<file path="src/rtl/accm_pkg.sv">
`timescale 1ns/1ps
package accm_pkg;

  localparam int OPW = 3;

  typedef enum logic [OPW-1:0] {
    OP_LDA = 3'd0,
    OP_ADD = 3'd1,
    OP_SUB = 3'd2,
    OP_STA = 3'd3,
    OP_JPZ = 3'd4,
    OP_IN  = 3'd5,
    OP_CLR = 3'd6,
    OP_HLT = 3'd7
  } op_t;

  typedef enum logic [3:0] {
    ST_FETCH_A,
    ST_FETCH_B,
    ST_STEP1,
    ST_OPND_PTR,
    ST_OPND_ADR,
    ST_ALU_LOAD,
    ST_STORE,
    ST_JUMP,
    ST_PORT_LOAD,
    ST_CLR_LOAD
  } st_t;

  // opcode classes
  typedef struct packed {
    logic arith;     // load/add/subtract via buffer+adder
    logic from_acc;  // buffer source is the accumulator
    logic subtract;
    logic store;
    logic branch;
    logic port_in;
    logic clear;
    logic halt;
  } op_cls_t;

  typedef struct packed {
    logic buf_load;
    logic sub_mode;
    logic acc_load;
    logic acc_drive;
    logic const_drive;
    logic const_one;
    logic pc_drive;
    logic pc_load;
    logic pc_step;
    logic mem_write;
    logic port_drive;
    logic mem_drive;
    logic addr_load;
    logic instr_load;
    logic clk_hold;
  } ctl_t;

  function automatic op_cls_t classify(input logic [OPW-1:0] op);
    op_cls_t c;
    c = '0;
    unique case (op)
      OP_LDA:  c.arith = 1'b1;
      OP_ADD:  begin c.arith = 1'b1; c.from_acc = 1'b1; end
      OP_SUB:  begin c.arith = 1'b1; c.from_acc = 1'b1; c.subtract = 1'b1; end
      OP_STA:  c.store = 1'b1;
      OP_JPZ:  c.branch = 1'b1;
      OP_IN:   c.port_in = 1'b1;
      OP_CLR:  c.clear = 1'b1;
      default: c.halt = 1'b1;
    endcase
    return c;
  endfunction

  // bus sources of a strobe set, for the exclusivity rule
  function automatic logic [4:0] bus_sources(input ctl_t c);
    return {c.acc_drive, c.const_drive, c.pc_drive, c.mem_drive, c.port_drive};
  endfunction

endpackage

</file>
<file path="src/rtl/accm_opdec.sv">
`timescale 1ns/1ps
module accm_opdec
  import accm_pkg::*;
(
  input  logic [OPW-1:0] opcode,
  output op_cls_t        cls
);

  always_comb cls = classify(opcode);

endmodule

</file>
<file path="src/rtl/accm_seq.sv">
`timescale 1ns/1ps
module accm_seq
  import accm_pkg::*;
(
  input  logic clk,
  input  logic rst,
  input  logic run,
  input  logic is_arith,
  input  logic is_store,
  input  logic is_branch,
  input  logic is_port_in,
  input  logic is_clear,
  input  logic is_halt,
  output st_t  state,
  output logic stall,
  output logic instr_end
);

  st_t state_nx;

  // states that wait on the user
  assign stall = (state == ST_PORT_LOAD) || (state == ST_STEP1 && is_halt);

  always_comb begin
    state_nx = ST_FETCH_A;
    unique case (state)
      ST_FETCH_A:  state_nx = ST_FETCH_B;
      ST_FETCH_B:  state_nx = ST_STEP1;
      ST_STEP1: begin
        if (is_arith)        state_nx = ST_OPND_PTR;
        else if (is_store)   state_nx = ST_OPND_ADR;
        else if (is_branch)  state_nx = ST_JUMP;
        else if (is_port_in) state_nx = ST_PORT_LOAD;
        else if (is_clear)   state_nx = ST_CLR_LOAD;
        else                 state_nx = run ? ST_FETCH_A : ST_STEP1;
      end
      ST_OPND_PTR:  state_nx = ST_OPND_ADR;
      ST_OPND_ADR:  state_nx = is_store ? ST_STORE : ST_ALU_LOAD;
      ST_PORT_LOAD: state_nx = run ? ST_FETCH_A : ST_PORT_LOAD;
      default:      state_nx = ST_FETCH_A;
    endcase
  end

  assign instr_end = (state != ST_FETCH_A) && (state_nx == ST_FETCH_A);

  always_ff @(posedge clk) begin
    if (rst) state <= ST_FETCH_A;
    else     state <= state_nx;
  end

  // a stall without run keeps the step
  p_stall_holds_r8: assert property (@(posedge clk) disable iff (rst)
    (stall && !run) |=> (state == $past(state)));

  // outside a stall every step advances, whatever run does
  p_run_ignored_r12: assert property (@(posedge clk) disable iff (rst)
    !stall |=> (state != $past(state)));

endmodule

</file>
<file path="src/rtl/accm_strobe.sv">
`timescale 1ns/1ps
module accm_strobe
  import accm_pkg::*;
(
  input  logic    clk,
  input  logic    rst,
  input  st_t     state,
  input  op_cls_t cls,
  input  logic    acc_is_zero,
  output ctl_t    ctl
);

  logic zero_src;   // step 1 of load/input/clear/add/sub goes to buffer
  assign zero_src = cls.arith || cls.port_in || cls.clear;

  always_comb begin
    ctl = '0;
    unique case (state)
      ST_FETCH_A: begin
        ctl.pc_drive  = 1'b1;
        ctl.addr_load = 1'b1;
      end
      ST_FETCH_B: begin
        ctl.mem_drive  = 1'b1;
        ctl.instr_load = 1'b1;
        ctl.pc_step    = 1'b1;
      end
      ST_STEP1: begin
        if (zero_src) begin
          ctl.buf_load    = 1'b1;
          ctl.acc_drive   = cls.from_acc;
          ctl.const_drive = !cls.from_acc;
        end else if (cls.store || cls.branch) begin
          ctl.pc_drive  = 1'b1;
          ctl.addr_load = 1'b1;
          ctl.pc_step   = 1'b1;
        end else begin
          ctl.clk_hold = cls.halt;
        end
      end
      ST_OPND_PTR: begin
        ctl.pc_drive  = 1'b1;
        ctl.addr_load = 1'b1;
        ctl.pc_step   = 1'b1;
      end
      ST_OPND_ADR: begin
        ctl.mem_drive = 1'b1;
        ctl.addr_load = 1'b1;
      end
      ST_ALU_LOAD: begin
        ctl.mem_drive = 1'b1;
        ctl.acc_load  = 1'b1;
        ctl.sub_mode  = cls.subtract;
      end
      ST_STORE: begin
        ctl.acc_drive = 1'b1;
        ctl.mem_write = 1'b1;
      end
      ST_JUMP: begin
        ctl.mem_drive = 1'b1;
        ctl.pc_load   = acc_is_zero;
      end
      ST_PORT_LOAD: begin
        ctl.clk_hold   = 1'b1;
        ctl.port_drive = 1'b1;
        ctl.acc_load   = 1'b1;
      end
      ST_CLR_LOAD: begin
        ctl.const_drive = 1'b1;
        ctl.acc_load    = 1'b1;
      end
      default: ctl = '0;
    endcase
  end

  p_one_bus_source_r11: assert property (@(posedge clk) disable iff (rst)
    $onehot0(bus_sources(ctl)));

  p_jump_needs_zero_r7: assert property (@(posedge clk) disable iff (rst)
    ctl.pc_load |-> acc_is_zero);

  p_sub_in_final_load_r4: assert property (@(posedge clk) disable iff (rst)
    ctl.sub_mode |-> (ctl.acc_load && ctl.mem_drive));

  p_store_drives_acc_r6: assert property (@(posedge clk) disable iff (rst)
    ctl.mem_write |-> (ctl.acc_drive && !ctl.acc_load));

endmodule

</file>
<file path="src/rtl/accm_ctrl.sv">
`timescale 1ns/1ps
module accm_ctrl
  import accm_pkg::*;
(
  input  logic           clk,
  input  logic           rst,
  input  logic           run,
  input  logic [OPW-1:0] opcode,
  input  logic           acc_is_zero,
  output logic           buf_load,
  output logic           sub_mode,
  output logic           acc_load,
  output logic           acc_drive,
  output logic           const_drive,
  output logic           const_one,
  output logic           pc_drive,
  output logic           pc_load,
  output logic           pc_step,
  output logic           mem_write,
  output logic           port_drive,
  output logic           mem_drive,
  output logic           addr_load,
  output logic           instr_load,
  output logic           clk_hold
);

  op_cls_t cls;
  st_t     state;
  logic    stall;
  logic    instr_end;
  ctl_t    ctl;

  accm_opdec u_dec (
    .opcode (opcode),
    .cls    (cls)
  );

  accm_seq u_seq (
    .clk        (clk),
    .rst        (rst),
    .run        (run),
    .is_arith   (cls.arith),
    .is_store   (cls.store),
    .is_branch  (cls.branch),
    .is_port_in (cls.port_in),
    .is_clear   (cls.clear),
    .is_halt    (cls.halt),
    .state      (state),
    .stall      (stall),
    .instr_end  (instr_end)
  );

  accm_strobe u_stb (
    .clk         (clk),
    .rst         (rst),
    .state       (state),
    .cls         (cls),
    .acc_is_zero (acc_is_zero),
    .ctl         (ctl)
  );

  assign buf_load    = ctl.buf_load;
  assign sub_mode    = ctl.sub_mode;
  assign acc_load    = ctl.acc_load;
  assign acc_drive   = ctl.acc_drive;
  assign const_drive = ctl.const_drive;
  assign const_one   = ctl.const_one;
  assign pc_drive    = ctl.pc_drive;
  assign pc_load     = ctl.pc_load;
  assign pc_step     = ctl.pc_step;
  assign mem_write   = ctl.mem_write;
  assign port_drive  = ctl.port_drive;
  assign mem_drive   = ctl.mem_drive;
  assign addr_load   = ctl.addr_load;
  assign instr_load  = ctl.instr_load;
  assign clk_hold    = ctl.clk_hold;

  p_reset_to_fetch_r1: assert property (@(posedge clk)
    rst |=> (pc_drive && addr_load && !instr_load && !clk_hold));

  p_fetch_after_instr_r2: assert property (@(posedge clk) disable iff (rst)
    instr_end |=> (pc_drive && addr_load));

  p_opcode_after_addr_r2: assert property (@(posedge clk) disable iff (rst)
    instr_load |-> $past(pc_drive && addr_load));

  p_operand_via_addr_r5: assert property (@(posedge clk) disable iff (rst)
    (acc_load && mem_drive) |-> $past(mem_drive && addr_load));

  p_store_after_addr_r6: assert property (@(posedge clk) disable iff (rst)
    mem_write |-> $past(mem_drive && addr_load));

  p_hold_matches_stall_r10: assert property (@(posedge clk) disable iff (rst)
    clk_hold |-> stall);

  p_hold_kept_r8: assert property (@(posedge clk) disable iff (rst)
    (clk_hold && !run) |=> clk_hold);

endmodule

</file>
<file path="config.mk">
export PLATFORM = sky130hd
export DESIGN_NAME = accm_ctrl
export DESIGN_NICKNAME = d
export VERILOG_FILES = /design/src/rtl/accm_pkg.sv /design/src/rtl/accm_opdec.sv /design/src/rtl/accm_seq.sv /design/src/rtl/accm_strobe.sv /design/src/rtl/accm_ctrl.sv
export SDC_FILE = /design/constraint.sdc
export NUM_CORES = 1
export LEC_CHECK = 0
export CORE_UTILIZATION = 25
export CTS_CLUSTER_SIZE = 14
export DETAILED_ROUTE_END_ITERATION = 16
export PLACE_DENSITY = 0.55
export REMOVE_ABC_BUFFERS = 1
export SYNTH_ARGS = -nofsm -noshare
export SYNTH_HDL_FRONTEND = slang
export SYNTH_SLANG_ARGS = --single-unit
export TNS_END_PERCENT = 30
</file>
<file path="constraint.sdc">
create_clock -name clk -period 1.05 [get_ports clk]
set_input_delay 0.105 -clock clk [delete_from_list [all_inputs] [get_ports clk]]
set_output_delay 0.105 -clock clk [all_outputs]
set_load 0.1 [all_outputs]
</file>
==> impl_metrics.py <==
metrics = {
    "power_and_ir_drop": {
        "clock_power_share": 0.082,
        "power.total_mw": 2.355,
        "power.switching_mw": 1.257,
        "power_density_mw_per_mm2": 1829,
        "power_leakage_nw": 0.5593,
        "p_int_mw": 1.098,
        "seq_power_share": 0.090,
        "irDropWorstVdd_mv": 1.838,
        "p_comb_frac": 0.828,
        "netSwitchingFraction": 0.5338,
    },
    "die": {
        "ios": 22,
        "die_area_mm2": 0.002179,
        "die_h_um": 46.69,
        "die_x_um": 46.69,
        "rows": 15,
        "initial_core_util": 0.2771,
        "coreArea_mm2": 0.001802,
    },
    "cells_and_area": {
        "n_antenna_cell": 0,
        "final_cell_mix": "buf_4 (28), buf_12 (15), a21oi_2 (4), nor2_1 (4)",
        "drive_gt1_frac": 0.7203,
        "syn2layout_area_growth_pct": 157.9,
        "largest_reg_flops": 4,
        "fin_nets": 127,
        "biggestRegsByFlops": "u_seq.state (4)",
        "fillCellCount": 137,
        "final_area_mm2": 0.001287,
        "regMostFlops": "u_seq.state",
        "final_common_cell": "buf_4",
    },
    "sta": {
        "rsz0062_at_grt": "true",
        "max_clock_freq_ghz": 0.6035,
        "skew_ps": 1.200,
        "finalCriticalPeriod_ps": 1657,
        "hold_viol": 0,
        "holdWs_ps": 515.9,
        "period_share": 1.578,
        "setup_violations": 18,
        "worst_slack_ps": -607.1,
        "fin_tns_setup_ps": -7065,
        "final_max_slew_viol_count": 0,
    },
    "global_routing": {
        "grtUsageTotal": 0.1963,
        "grt_start_max_net_pins": 13,
        "grt_pass1_vias": 667,
        "grt_overflow": 0,
        "antenna_found_initial": 0,
        "grt_pass1_wl_um": 2911,
    },
    "logic_synthesis": {
        "avgSynthCellArea_um2": 7.132,
        "ys_ff_latch": 4,
        "synth_cell_types": 33,
        "synth_edf_count": 0,
        "synth_top_area_cell": "dfxtp_1",
        "ys_seq_area_frac": 0.1604,
        "yosys_warnings": 0,
        "netlist_instances": 70,
        "async_flop_share": 0,
        "syn_area_um2": 499.2,
        "yosys.area.top_type_share": 0.1604,
        "ys.flop_type": "dfxtp_1",
        "yosys-top-cells-area": "dfxtp_1 (16%), nand2b_1 (7.5%), nor2_1 (6.0%)",
    },
    "routing": {
        "drtAntennaViolNets": 0,
        "dr.pass1.iters": 4,
        "drcViolationCount": 0,
        "via_per_inst": 5.063,
        "wl_per_cell_um": 15.27,
        "finalWirelength_um": 2183,
        "drtIter0Drc": 25,
        "num_vias": 724,
    },
    "cts": {
        "clk_latency_ps": 240,
        "cts_root_buf": "clkbuf_4",
        "cts.clk_slew.worst_paths_ps": 40,
        "postCtsHoldBufs": 0,
        "htreeDepth": 1,
        "cts.sinks": 4,
        "cts_inserted_buffers": 3,
        "cts_tree": "yes",
        "clockBufferDepth": 2,
    },
    "job": {
        "maxCapViolCount": 0,
    },
    "placed_design": {
        "dpl_cell_area_mm2": 0.001035,
        "gp_congestion": 0.8181,
        "io_buffers": 20,
        "dp_hpwl_um": 1239,
        "preCtsSetupSlack_ps": -652.3,
    },
    "critical_path": {
        "critPathKind": "reg2out",
        "worstPathArrival_ps": 1550,
        "crit_required_ps": 940,
        "cp_max_fo": 2,
        "cp-start-kind": "register",
        "endpoint_kind": "output port",
    },
    "min_path": {
        "hold_path.class": "in2reg",
    },
    "outcome": {
        "run_status": "complete, but fails checks",
        "failed_checks": "setup timing",
    },
}
-- cells in the mapped netlist (2+ instances only) --
library cell  count
nor2_1            8
nand2_1           6
nand2b_1          6
a21oi_1           5
dfxtp_1           4
nand3_1           3
nor2b_1           3
nor3_1            3
o21ai_0           3
and3b_1           2
buf_4             2
buf_6             2
inv_1             2
nand3b_1          2
-- layer usage --
metal  part of all wire  vias to the layer above  global-route usage  routed length, um
met5                  0                        -                   0                  0
met1               0.40                      346              0.2263                880
met2               0.55                       24              0.3361               1200
li1                   -                      348                   -                  -
met3              0.029                        6             0.01569                 64
met4              0.017                        0              0.1371                 38
-- path summary, 6_finish.rpt --
check / start / endpoint / slack (ps) / cells after the start
max reg2reg: u_seq.state[0] / u_seq.state[3] / -310 / 4
min: rst / u_seq.state[2] / 520 / 2
max: u_seq.state[0] / const_drive / -610 / 5
min reg2reg: u_seq.state[3] / u_seq.state[2] / 650 / 2
-- worst max-delay path: stages (launching register included) --
cell and delay [ps]:
dfxtp_2 330, nor4b_4 320, nand2_2 110, o32ai_2 230
buf_4 160, buf_12 160
-- kinds of logic (layout without fill, tap and decap cells) --
group | after synthesis | in the layout | share of synthesized area
other | 1 | 1 | 0.007512
DFF | 4 | 4 | 0.1604
buffers and inverters | 8 | 56 | 0.1077
AOI/OAI and AO/OA | 18 | 18 | 0.2532
and+or+nand+nor | 39 | 39 | 0.4712
-- stage by stage --
| step | util | instances |
|---|---|---|
| floorplan | - | 64 |
| global placement | 0.5743 | 137 |
| detailed placement | 0.5743 | 137 |
| CTS | 0.6549 | 143 |
| global route | 0.7146 | 143 |
| finish | 0.7146 | 143 |
-- area by class of cell --
cell class	count	area, um^2	share of cell area
flip-flops and latches	4	87.58	0.06803
well taps	25	31.28	0.02430
inverters	2	7.507	0.005831
repair buffers	51	589.3	0.4577
multi-input cells	58	549.3	0.4266
clock buffers	3	22.52	0.01749
-- power groups by stage --
stage	combinational, mW	sequential (mW)	clock (mW)
6_report	1.95	0.212	0.193
5_1_grt	2.00	0.213	0.217
2_1_floorplan	0.887	0.234	0
3_3_place_gp	1.61	0.202	0
4_1_cts	1.74	0.204	0.199
3_5_place_dp	1.62	0.203	0
-- repair_timing --
action / 4_1_cts / 5_1_grt
endpoints found under the hold margin: 0 / 0
pin swaps: 6 / 5
buffers inserted: 3 / 0
setup endpoints to repair: 18 / 18
resized for setup: 32 / 25
(Power assumes the default switching activity.)
